### config.mk
export PLATFORM = sky130hd
export DESIGN_NAME = exc_ctrl
export DESIGN_NICKNAME = d
export VERILOG_FILES = /design/src/rtl/exc_pkg.sv /design/src/rtl/exc_arbiter.sv /design/src/rtl/exc_encoder.sv /design/src/rtl/exc_entry_calc.sv /design/src/rtl/exc_ctrl.sv
export SDC_FILE = /design/constraint.sdc
export NUM_CORES = 1
export LEC_CHECK = 0
export ABC_AREA = 1
export BUFFER_PORTS_ARGS = -buffer_cell sky130_fd_sc_hd__buf_4
export CAP_MARGIN = 15
export CORE_ASPECT_RATIO = 1.75
export CORE_MARGIN = 3
export CORE_UTILIZATION = 49
export DETAILED_ROUTE_END_ITERATION = 6
export PLACE_DENSITY = 0.81
export REMOVE_ABC_BUFFERS = 1
export SLEW_MARGIN = 25
export SYNTH_ARGS = -nofsm -noshare
export SYNTH_HDL_FRONTEND = slang
export SYNTH_HIERARCHICAL = 1
export SYNTH_SLANG_ARGS = --single-unit
### constraint.sdc
create_clock -name clk -period 2.89 [get_ports clk]
set_input_delay 0.578 -clock clk [delete_from_list [all_inputs] [get_ports clk]]
set_output_delay 0.578 -clock clk [all_outputs]
set_load 0.05 [all_outputs]
### src/rtl/exc_pkg.sv
package exc_pkg;

    localparam int PSR_W   = 32;
    localparam int MODE_W  = 5;
    localparam int NUM_SRC = 7;
    localparam int SRC_W   = $clog2(NUM_SRC + 1);
    localparam int VOFF_W  = 5;

    // Handler mode codes
    typedef enum logic [MODE_W-1:0] {
        MODE_USER = 5'h10,
        MODE_FAST = 5'h11,
        MODE_INTR = 5'h12,
        MODE_SUPV = 5'h13,
        MODE_ABRT = 5'h17,
        MODE_UNDF = 5'h1B,
        MODE_SYST = 5'h1F
    } mode_e;

    // Source kinds; the numeric value is the rank (0 = highest)
    typedef enum logic [SRC_W-1:0] {
        EXK_RESET = 3'd0,
        EXK_DABT  = 3'd1,
        EXK_FIQ   = 3'd2,
        EXK_IRQ   = 3'd3,
        EXK_PABT  = 3'd4,
        EXK_UND   = 3'd5,
        EXK_SWI   = 3'd6,
        EXK_NONE  = 3'd7
    } exk_e;

    typedef struct packed {
        logic [3:0]  flags;
        logic [19:0] mid;
        logic        irq_off;
        logic        fiq_off;
        logic        thumb;
        logic [MODE_W-1:0] mode;
    } psr_t;

    function automatic logic [MODE_W-1:0] exk_mode(input exk_e k);
        logic [MODE_W-1:0] m;
        case (k)
            EXK_RESET: m = MODE_SUPV;
            EXK_SWI:   m = MODE_SUPV;
            EXK_DABT:  m = MODE_ABRT;
            EXK_PABT:  m = MODE_ABRT;
            EXK_FIQ:   m = MODE_FAST;
            EXK_IRQ:   m = MODE_INTR;
            EXK_UND:   m = MODE_UNDF;
            default:   m = MODE_SUPV;
        endcase
        return m;
    endfunction

    function automatic logic [VOFF_W-1:0] exk_vec_off(input exk_e k);
        logic [VOFF_W-1:0] o;
        case (k)
            EXK_RESET: o = 5'h00;
            EXK_UND:   o = 5'h04;
            EXK_SWI:   o = 5'h08;
            EXK_PABT:  o = 5'h0C;
            EXK_DABT:  o = 5'h10;
            EXK_IRQ:   o = 5'h18;
            EXK_FIQ:   o = 5'h1C;
            default:   o = 5'h00;
        endcase
        return o;
    endfunction

    function automatic logic exk_masks_fiq(input exk_e k);
        return (k == EXK_RESET) || (k == EXK_FIQ);
    endfunction

endpackage

### src/rtl/exc_arbiter.sv
module exc_arbiter #(
    parameter int N = 7
) (
    input  logic [N-1:0] pend,
    output logic [N-1:0] grant,
    output logic         any
);
    // blocked[i] is high when some source ranked above i is pending
    logic [N:0] blocked;

    assign blocked[0] = 1'b0;

    for (genvar i = 0; i < N; i++) begin : g_rank
        assign grant[i]     = pend[i] & ~blocked[i];
        assign blocked[i+1] = blocked[i] | pend[i];
    end

    assign any = blocked[N];
endmodule

### src/rtl/exc_encoder.sv
module exc_encoder #(
    parameter int N = 7,
    parameter int W = 3
) (
    input  logic [N-1:0] onehot,
    input  logic         valid,
    output logic [W-1:0] idx
);
    always_comb begin
        idx = valid ? '0 : W'(N);
        for (int i = 0; i < N; i++) begin
            if (onehot[i]) idx = idx | W'(i);
        end
    end
endmodule

### src/rtl/exc_entry_calc.sv
module exc_entry_calc
    import exc_pkg::*;
#(
    parameter int            AW       = 32,
    parameter logic [AW-1:0] VEC_BASE = '0
) (
    input  exk_e              kind,
    input  psr_t              cur,
    output psr_t              new_psr,
    output logic [MODE_W-1:0] bank_mode,
    output logic [AW-1:0]     vec
);
    always_comb begin
        bank_mode        = exk_mode(kind);
        new_psr          = cur;
        new_psr.mode     = bank_mode;
        new_psr.irq_off  = 1'b1;
        new_psr.thumb    = 1'b0;
        if (exk_masks_fiq(kind)) new_psr.fiq_off = 1'b1;
        vec = VEC_BASE + AW'(exk_vec_off(kind));
    end
endmodule

### src/rtl/exc_ctrl.sv
module exc_ctrl
    import exc_pkg::*;
#(
    parameter int            AW       = 32,
    parameter logic [AW-1:0] VEC_BASE = '0
) (
    input  logic              clk,
    input  logic              rst,
    input  logic              req_reset,
    input  logic              req_dabt,
    input  logic              req_fiq,
    input  logic              req_irq,
    input  logic              req_pabt,
    input  logic              req_swi,
    input  logic              req_und,
    input  logic              insn_end,
    input  logic              ret_req,
    input  logic [PSR_W-1:0]  cur_psr,
    input  logic [PSR_W-1:0]  saved_psr,
    input  logic [AW-1:0]     next_pc,
    input  logic [AW-1:0]     ret_pc,
    output logic              psr_we,
    output logic [PSR_W-1:0]  psr_wdata,
    output logic              spsr_we,
    output logic [MODE_W-1:0] spsr_mode,
    output logic [PSR_W-1:0]  spsr_wdata,
    output logic              lr_we,
    output logic [MODE_W-1:0] lr_mode,
    output logic [AW-1:0]     lr_wdata,
    output logic              pc_we,
    output logic [AW-1:0]     pc_wdata
);
    psr_t               cur;
    logic [NUM_SRC-1:0] pend;
    logic [NUM_SRC-1:0] grant;
    logic               take;
    logic [SRC_W-1:0]   win_idx;
    exk_e               win;
    psr_t               entry_psr;
    logic [MODE_W-1:0]  entry_mode;
    logic [AW-1:0]      entry_vec;
    logic               gate;
    logic               do_ret;

    assign cur = psr_t'(cur_psr);

    // Non-reset sources wait for a boundary and yield to a return command
    assign gate = insn_end & ~ret_req;

    always_comb begin
        pend            = '0;
        pend[EXK_RESET] = req_reset;
        pend[EXK_DABT]  = gate & req_dabt;
        pend[EXK_FIQ]   = gate & req_fiq & ~cur.fiq_off;
        pend[EXK_IRQ]   = gate & req_irq & ~cur.irq_off;
        pend[EXK_PABT]  = gate & req_pabt;
        pend[EXK_UND]   = gate & req_und;
        pend[EXK_SWI]   = gate & req_swi;
    end

    exc_arbiter #(.N(NUM_SRC)) u_arb (
        .pend  (pend),
        .grant (grant),
        .any   (take)
    );

    exc_encoder #(.N(NUM_SRC), .W(SRC_W)) u_enc (
        .onehot (grant),
        .valid  (take),
        .idx    (win_idx)
    );

    assign win = exk_e'(win_idx);

    exc_entry_calc #(.AW(AW), .VEC_BASE(VEC_BASE)) u_calc (
        .kind      (win),
        .cur       (cur),
        .new_psr   (entry_psr),
        .bank_mode (entry_mode),
        .vec       (entry_vec)
    );

    assign do_ret = ret_req & ~req_reset;

    always_ff @(posedge clk) begin
        if (rst) begin
            psr_we     <= 1'b0;
            psr_wdata  <= '0;
            spsr_we    <= 1'b0;
            spsr_mode  <= '0;
            spsr_wdata <= '0;
            lr_we      <= 1'b0;
            lr_mode    <= '0;
            lr_wdata   <= '0;
            pc_we      <= 1'b0;
            pc_wdata   <= '0;
        end else begin
            psr_we  <= 1'b0;
            spsr_we <= 1'b0;
            lr_we   <= 1'b0;
            pc_we   <= 1'b0;
            if (take) begin
                psr_we     <= 1'b1;
                psr_wdata  <= PSR_W'(entry_psr);
                spsr_we    <= 1'b1;
                spsr_mode  <= entry_mode;
                spsr_wdata <= cur_psr;
                lr_we      <= 1'b1;
                lr_mode    <= entry_mode;
                lr_wdata   <= next_pc;
                pc_we      <= 1'b1;
                pc_wdata   <= entry_vec;
            end else if (do_ret) begin
                psr_we    <= 1'b1;
                psr_wdata <= saved_psr;
                pc_we     <= 1'b1;
                pc_wdata  <= ret_pc;
            end
        end
    end
endmodule

==> summary.md, run 1 <==
| Metric | Value |
|---|---|
| TritonCTS Buffers | 17 |
| Mapped Cells | 1048 |
| Worst path top cell family by delay | simple AND/OR/NAND/NOR gates |
| CTS Buffer Depth | 2 |
| GPL Wtd Cong | 0.9036 |
| Startpoint types | input port |
| CTS tree | yes |
| Yosys warns | 6 |
| Syn avg cell area | 6.455 µm² |
| CP max stage delay | 0.27 ns |
| Post-Layout Inst Area | 9074 µm² |
| Cell Pwr Density | 672.4 nW/µm² |
| Starting Density | 0.5029 |
| Max cap viols | 0 |
| Die ar. | 15310 µm² |
| Worst EP required | 3.22 ns |
| Rel. slew slack | 0.5351 |
| Final ANT Viol Nets | 0 |
| Row cnt | 56 |
| Post-DP HPWL | 12790 µm |
| Core area | 13450 µm² |
| Post-route DRC | 0 |
| VDD IR max | 0.4451 mV |
| Minimum clock period | 2.255 ns |
| DRC marker count from the first detailed-route iteration | 270 |
| CP max stage cell | nor3b_1 |
| Vias/cell | 4.617 |
| # IOs | 281 |
| Endpoints failing setup | 0 |
| Initial antenna violation count | 0 |
| CP Buf/Inv Count | 5 |
| Fin. Hold Viols | 0 |
| Most frequent cells in the layout | buf_4, nor2_1, nand2_1 |
| Vias in the first global route | 6177 |
| CP max FO | 6 |
| Clk root buf | clkbuf_16 |
| Largest net degree at the start of global routing | 134 |
| CP dominant cell by count | nand2_1 |
| Clk pin slew, worst setup/hold paths | 0.07 ns |
| # placed instances | 1414 |
| Drt total wl | 18580 µm |
| Filler Cell Count | 1238 |
| WP data arrival | 2.58 ns |
| Crit path kind | in2reg |
| N_diodes | 0 |
| H-tree levels | 4 |
| Vias | 6676 |
| Hold Buf Count CTS | 0 |
| Final Cycle Share | 0.7801 |
| Area grow syn2layout | 34.12% |
| Drt wl/cell | 12.85 µm |
| Port Buffers | 280 |
| Post-CTS sizing | 0 |
| HP Class | in2reg |
| First-pass GRT wire length | 29350 µm |
| Fmax | 443.5 MHz |
| CTS sink cnt | 135 |
| RSZ-0062 raised after global routing | false |
| Placed cell areas | 8496 µm² |
| CP cell instances | buf_4, inv_1, nand2_1, nor3b_1, inv_1, nand4_2, nor2_1, nand2_4, inv_1, nor2_2, nand2_1, inv_1, nand2_1, nor2_1, nand2_1, nand2_1, nor2_1, nor2_1 |
| Clk_skew | 0 ns |
| Drt first pass iters | 4 |
| Worst setup EP type | flop |
| Non-Filler Instances | 1446 |
| Synthesized cell area | 6765 µm² |
| Worst-Skew Late Latency | 0.40 ns |
| Remaining Overflow, GRT | 0 |
| DIE HEIGHT | 161.4 µm |
| Chip width | 94.82 µm |
| Pin slew with the least headroom to its limit | 0.6973 ns |
| Final Max Slew Viols | 0 |
| Status | finished clean |
| Share of cells above drive strength 1 | 0.2634 |
| GRT Util Overall | 0.2393 |
| Post-CTS setup buffers | 0 |
| Commonest non-fill, non-tap cell in the layout | buf_4 |
| Lkg Pwr | 4.776 nW |
| Nets | 1398 |
## where the power goes
group          leakage [nW]  total (W)  switching [W]  internal, W
logic                  3.37    0.00185        0.00125     0.000599
registers              1.12    0.00215      0.0000965      0.00205
clock network         0.277    0.00211       0.000878      0.00123
## worst paths after layout
check,slack [ns],endpoint,startpoint,cells after the start
worst min-delay path,0.35,lr_we,rst,2
worst max-delay path,0.64,psr_wdata[3],ret_req,18
worst max register to register,2.14,psr_wdata[3],psr_wdata[3],4
worst min register to register,0.50,spsr_wdata[7],spsr_wdata[7],2
## stage by stage
stage	util	hold slack, ns	setup slack [ns]	power, W	TNS (ns)
after floorplan	-	0.6504	-2.019	0.003389	-261.31
after global placement	0.6315	0.4766	0.4234	0.004011	0
after detailed placement	0.6315	0.4830	0.3177	0.004036	0
after CTS	0.6745	0.3350	0.6764	0.006161	0
after global routing	0.6745	0.3468	0.4021	0.006391	0
final	0.6745	0.3499	0.6354	0.006101	0
## flip-flops by register name (all words and copies together), names as in the netlist
name        flops
spsr_wdata     32
pc_we           1
lr_we           1
lr_wdata       32
psr_wdata      32
pc_wdata       32
lr_mode         5
## routing by layer
metal / wire, µm / vias to the layer above / share of wire / GRT usage
met4: 840 / 0 / 0.045 / 0.1314
li1: - / 3492 / - / -
met1: 7060 / 2937 / 0.38 / 0.2671
met2: 9718 / 202 / 0.52 / 0.4157
met5: 0 / - / 0 / 0
met3: 960 / 45 / 0.052 / 0.04800
## final cells by class
type / count / area, µm² / share of cell area
Timing Repair Buffer: 292 / 2280 / 0.2512
Inverter: 82 / 314.1 / 0.03461
Multi-Input combinational cell: 731 / 2982 / 0.3286
Sequential cell: 135 / 2703 / 0.2978
Tap cell: 174 / 217.7 / 0.02399
Clock buffer: 18 / 439.2 / 0.04840
Clock inverter: 14 / 138.9 / 0.01531
Note: power is estimated with default switching activity, not from simulation.
==> run 2, diff against run 1 <==
- ABC_AREA: 1 -> 0
- CORE_UTILIZATION: 49 -> 44
- PLACE_DENSITY: 0.81 -> 0.77
- clock period: 2.89 -> 2.05 ns (I/O delays scaled with it)
==> summary.md, run 2 <==
| Metric | Value |
|---|---|
| Status | complete, but fails checks |
| Failing checks | negative setup slack |
| Minimum clock period | 2.528 ns |
| Final Cycle Share | 1.233 |
| DIE HEIGHT | 168.9 µm |
| Crit path kind | in2reg |
| CP max stage delay | 0.53 ns |
| Reg2Reg Launch Point | psr_wdata[10] |
| Overall Power | 0.009662 W |
| CP max stage cell | or4_4 |
| Fmax | 395.5 MHz |
| Final Max Slew Viols | 0 |
| Syn avg cell area | 9.572 µm² |
| Clk pin slew, worst setup/hold paths | 0.07 ns |
| CP cell instances | buf_6, nor2b_4, and2_4, or4_4, or4_4, buf_4, buf_8, clkbuf_16, buf_16, a2111oi_2 |
| WHS Path Cells | 3 |
| Vias/cell | 5.556 |
| Commonest non-fill, non-tap cell in the layout | buf_4 |
| TritonCTS Buffers | 17 |
| GPL Wtd Cong | 0.7969 |
| Drt first pass iters | 4 |
| Yosys warns | 6 |
| Reg2Reg Depth | 2 |
| Die ar. | 16730 µm² |
| Initial antenna violation count | 1 |
| Worst-Skew Late Latency | 0.40 ns |
| RSZ-0062 raised after global routing | true |
| VDD IR max | 0.6841 mV |
| Drt wl/cell | 22.71 µm |
| Clk root buf | clkbuf_16 |
| Reg2Reg Capture Point | psr_wdata[10] |
| Rel. slew slack | 0.3493 |
| Startpoint types | input port |
| CP max FO | 12 |
| Area grow syn2layout | 74.16% |
| Core area | 14590 µm² |
| CTS sink cnt | 135 |
| DRC marker count from the first detailed-route iteration | 268 |
| Synthesized cell area | 6671 µm² |
| Max cap viols | 0 |
| Remaining Overflow, GRT | 0 |
| Hold Path End | spsr_wdata[0] |
| Pin slew with the least headroom to its limit | 0.9761 ns |
| CTS tree | yes |
| Nets | 1105 |
| Most frequent cells in the layout | buf_4, dfxtp_1, nor3_4 |
| Reg2Reg Setup Slack | 1.08 ns |
| # placed instances | 1083 |
| Filler Cell Count | 809 |
| Cell Pwr Density | 831.6 nW/µm² |
| WP data arrival | 2.80 ns |
| Lkg Pwr | 5.242 nW |
| CTS Buffer Depth | 2 |
| Clk_skew | 0 ns |
| Endpoints failing setup | 135 |
| Row cnt | 58 |
| Hold path start | cur_psr[0] |
| Worst setup EP type | flop |
| GRT Util Overall | 0.2565 |
| # IOs | 281 |
| Mapped Cells | 697 |
| Share of cells above drive strength 1 | 0.5906 |
| CP dominant cell by count | or4_4 |
| Post-route DRC | 0 |
| HP Class | in2reg |
| Fin. Hold Viols | 0 |
| First-pass GRT wire length | 34110 µm |
| Vias | 6434 |
| Largest net degree at the start of global routing | 50 |
| Worst setup margin | -0.4781 ns |
| Non-Filler Instances | 1158 |
| Vias in the first global route | 6303 |
| H-tree levels | 4 |
| Post-DP HPWL | 13250 µm |
| Port Buffers | 280 |
| Drt total wl | 26300 µm |
| Worst EP required | 2.32 ns |
| Final ANT Viol Nets | 0 |
| Starting Density | 0.4574 |
| Chip width | 99.08 µm |
-- run 2: timing repair --
item | CTS | global route
hold buffers | 0 | 0
setup endpoints to repair | 133 | 135
buffers inserted | 8 | 4
cloned | 18 | 14
resized for setup | 148 | 138
pin swaps | 11 | 52
-- run 2: critical path, delay by kind of cell --
family | cells | cell delay, ns
simple gates | 4 | 1.26
buf+inv | 5 | 0.73
compound gates | 1 | 0.39
-- run 2: area by class of cell --
cell class,instances,area (µm²),area share
Inverter,67,254.0,0.02186
Clock inverter,12,202.7,0.01745
Tap cell,180,225.2,0.01938
Antenna cell,1,2.502,0.0002154
Multi-Input combinational cell,398,4415,0.3800
Sequential cell,135,2703,0.2326
Timing Repair Buffer,347,3377,0.2907
Clock buffer,18,439.2,0.03780
-- run 2: worst max path at each step --
stage	endpoint	slack [ns]	startpoint	cells past startpoint
floorplan	psr_wdata[1]	-6.96	insn_end	8
global placement	pc_wdata[2]	-0.87	insn_end	10
detailed placement	pc_wdata[2]	-0.95	insn_end	10
CTS	psr_wdata[3]	-0.40	insn_end	10
global route	psr_wdata[10]	-0.52	insn_end	10
finish	psr_wdata[10]	-0.48	insn_end	10
-- run 2: through the flow --
stage	setup slack (ns)	TNS, ns	hold WS, ns	instance area (µm²)	utilization
floorplan	-6.956	-817.38	0.4789	5873	-
global placement	-0.8746	-89.25	0.4749	8446	0.5790
detailed placement	-0.9451	-93.42	0.4821	8446	0.5790
CTS	-0.4011	-33.23	0.2217	10430	0.7148
global route	-0.5171	-46.06	0.2322	11620	0.7965
finish	-0.4781	-40.86	0.2317	11620	0.7965
-- run 2: report_power, final --
part	internal, W	switching, W
Clock	0.00218	0.00120
Combinational	0.00132	0.00191
Sequential	0.00286	0.000188
Total	0.00636	0.00330
-- run 2: routing by layer --
metal  vias to the layer above  part of all wire  track usage
li1                       2889                 -            -
met1                      3098              0.34       0.2833
met2                       321              0.54       0.4485
met3                       126             0.051      0.05402
met4                         0             0.067       0.1463
met5                         -                 0            0
==> run 3, diff against run 2 <==
- CORE_ASPECT_RATIO: 1.75 -> default
- SLEW_MARGIN: 25 -> 20
==> summary.md, run 3 (same netlist as run 2, synthesis figures left out) <==
| Metric | Value |
|---|---|
| # IOs | 281 |
| Remaining Overflow, GRT | 0 |
| Vias | 6228 |
| WHS Path Cells | 3 |
| Status | complete, but fails checks |
| Hold Path End | lr_wdata[1] |
| Die ar. | 16680 µm² |
| M1 wire length | 8506 µm |
| Vias in the first global route | 6475 |
| Reg2Reg Depth | 2 |
| Drt wl/cell | 20.40 µm |
| CTS sink cnt | 135 |
| GRT Util Overall | 0.2710 |
| Fmax | 419.4 MHz |
| Worst setup EP type | flop |
| Rel. slew slack | 0.6443 |
| Final Max Slew Viols | 0 |
| Most frequent cells in the layout | buf_4, dfxtp_1, nor2_1 |
| Drt total wl | 23630 µm |
| Place WS | -0.9210 ns |
| Worst EP required | 2.35 ns |
| Highest routed layer | met4 |
| Max cap viols | 0 |
| Starting Density | 0.4539 |
| Met2 WL | 12280 µm |
| First-pass GRT wire length | 34850 µm |
| Chip width | 129.1 µm |
| Initial antenna violation count | 0 |
| Post-route DRC | 0 |
| Setup TNS | -30.49 ns |
| Worst hold slack | 0.2153 ns |
| CTS tree | yes |
| Minimum clock period | 2.384 ns |
| WP data arrival | 2.68 ns |
| Area grow syn2layout | 69.84% |
| Clk root buf | clkbuf_16 |
| VDD IR max | 0.6059 mV |
| Lkg Pwr | 5.123 nW |
| Fin. Hold Viols | 0 |
| CTS Buffer Depth | 2 |
| Reg2Reg Launch Point | psr_wdata[28] |
| Startpoint types | input port |
| Non-Filler Instances | 1158 |
| Commonest non-fill, non-tap cell in the layout | buf_4 |
| Post-DP HPWL | 12330 µm |
| Core area | 14700 µm² |
| Final core utilization | 0.7709 |
| N_diodes | 0 |
| HP Class | in2reg |
| Port Buffers | 280 |
| # placed instances | 1089 |
| Clk_skew | 0 ns |
| Final ANT Viol Nets | 0 |
| Crit path kind | in2reg |
| H-tree levels | 4 |
| Failing checks | negative setup slack |
| Largest net degree at the start of global routing | 46 |
| Hold Buf Count CTS | 0 |
| Cell Pwr Density | 826.7 nW/µm² |
| Nets | 1100 |
| DIE HEIGHT | 129.1 µm |
| Final Cycle Share | 1.163 |
| Worst-Skew Late Latency | 0.42 ns |
| Clk pin slew, worst setup/hold paths | 0.06 ns |
| Share of cells above drive strength 1 | 0.5770 |
| Worst setup margin | -0.3343 ns |
| Metal3 WL | 2018 µm |
| DRC marker count from the first detailed-route iteration | 241 |
| RSZ-0062 raised after global routing | true |
| Endpoints failing setup | 135 |
| Row cnt | 44 |
| TritonCTS Buffers | 17 |
| Reg2Reg Capture Point | psr_wdata[28] |
| GPL Wtd Cong | 0.7833 |
| Hold path start | next_pc[1] |
| Vias/cell | 5.378 |
| Pin slew with the least headroom to its limit | 0.5324 ns |
| CP max FO | 9 |
| Drt first pass iters | 6 |
| Reg2Reg Setup Slack | 1.11 ns |
## run 3: changes by cell type in the layout (fill, tap and decap cells not counted), moves of 3 or more
cell and change:
buf_6 -6, buf_4 +3, a2111oi_2 +7, clkbuf_16 -8, buf_16 +7, nor3_2 +7, nor3_4 -15, buf_8 -4
a2111oi_4 -7, mux2i_1 -3, nor3_1 +8
## run 3: where the power goes
part | internal (W) | switching (W) | total, W | leakage [nW]
Sequential | 0.00286 | 0.000186 | 0.00304 | 1.12
Clock | 0.00197 | 0.00120 | 0.00318 | 0.296
Combinational | 0.00132 | 0.00183 | 0.00315 | 3.70
Total | 0.00614 | 0.00322 | 0.00937 | 5.12
## run 3: how the worst max path moves through the flow
stage,start,to,slack [ns],cells past startpoint
final,insn_end,pc_wdata[18],-0.33,10
after global routing,insn_end,pc_wdata[2],-0.38,10
after CTS,insn_end,pc_wdata[2],-0.38,10
after detailed placement,insn_end,pc_wdata[2],-0.92,11
after global placement,insn_end,pc_wdata[2],-0.89,11
after floorplan,insn_end,psr_wdata[1],-6.96,8
## run 3: timing repair
action | in CTS | in global routing
pin swaps | 22 | 13
setup endpoints to repair | 123 | 135
gates resized for setup | 194 | 55
buffers inserted | 10 | 0
cloned | 26 | 1
## run 3: worst max-delay path: stages
cell and delay [ns]:
buf_6 0.09, nor2b_4 0.12, and3b_1 0.17, or4_4 0.48
or4_4 0.46, buf_4 0.18, buf_12 0.16, buf_16 0.16
nor3_1 0.39, a2111oi_4 0.06
## run 3: through the flow
| stage | cell area, µm² | power (W) |
|---|---|---|
| 6_report | 11330 | 0.009367 |
| 5_1_grt | 11330 | 0.009670 |
| 4_1_cts | 10900 | 0.009194 |
| 3_5_place_dp | 8478 | 0.005374 |
| 3_3_place_gp | 8478 | 0.005350 |
| 2_1_floorplan | 5873 | 0.004629 |
## run 3: metal layers
layer | vias to the layer above | global-route usage
met4 | 0 | 0.1198
li1 | 2867 | -
met1 | 2991 | 0.3047
met2 | 303 | 0.4604
met3 | 67 | 0.1002
met5 | - | 0
## run 3: layout make-up
type	instances	area, µm²
clock buffers	20	456.7
clock inverters	12	151.4
fillers	912	3368
inverters	67	251.5
multi-input cells	398	4189
flip-flops and latches	135	2703
well taps	184	230.2
repair buffers	342	3349
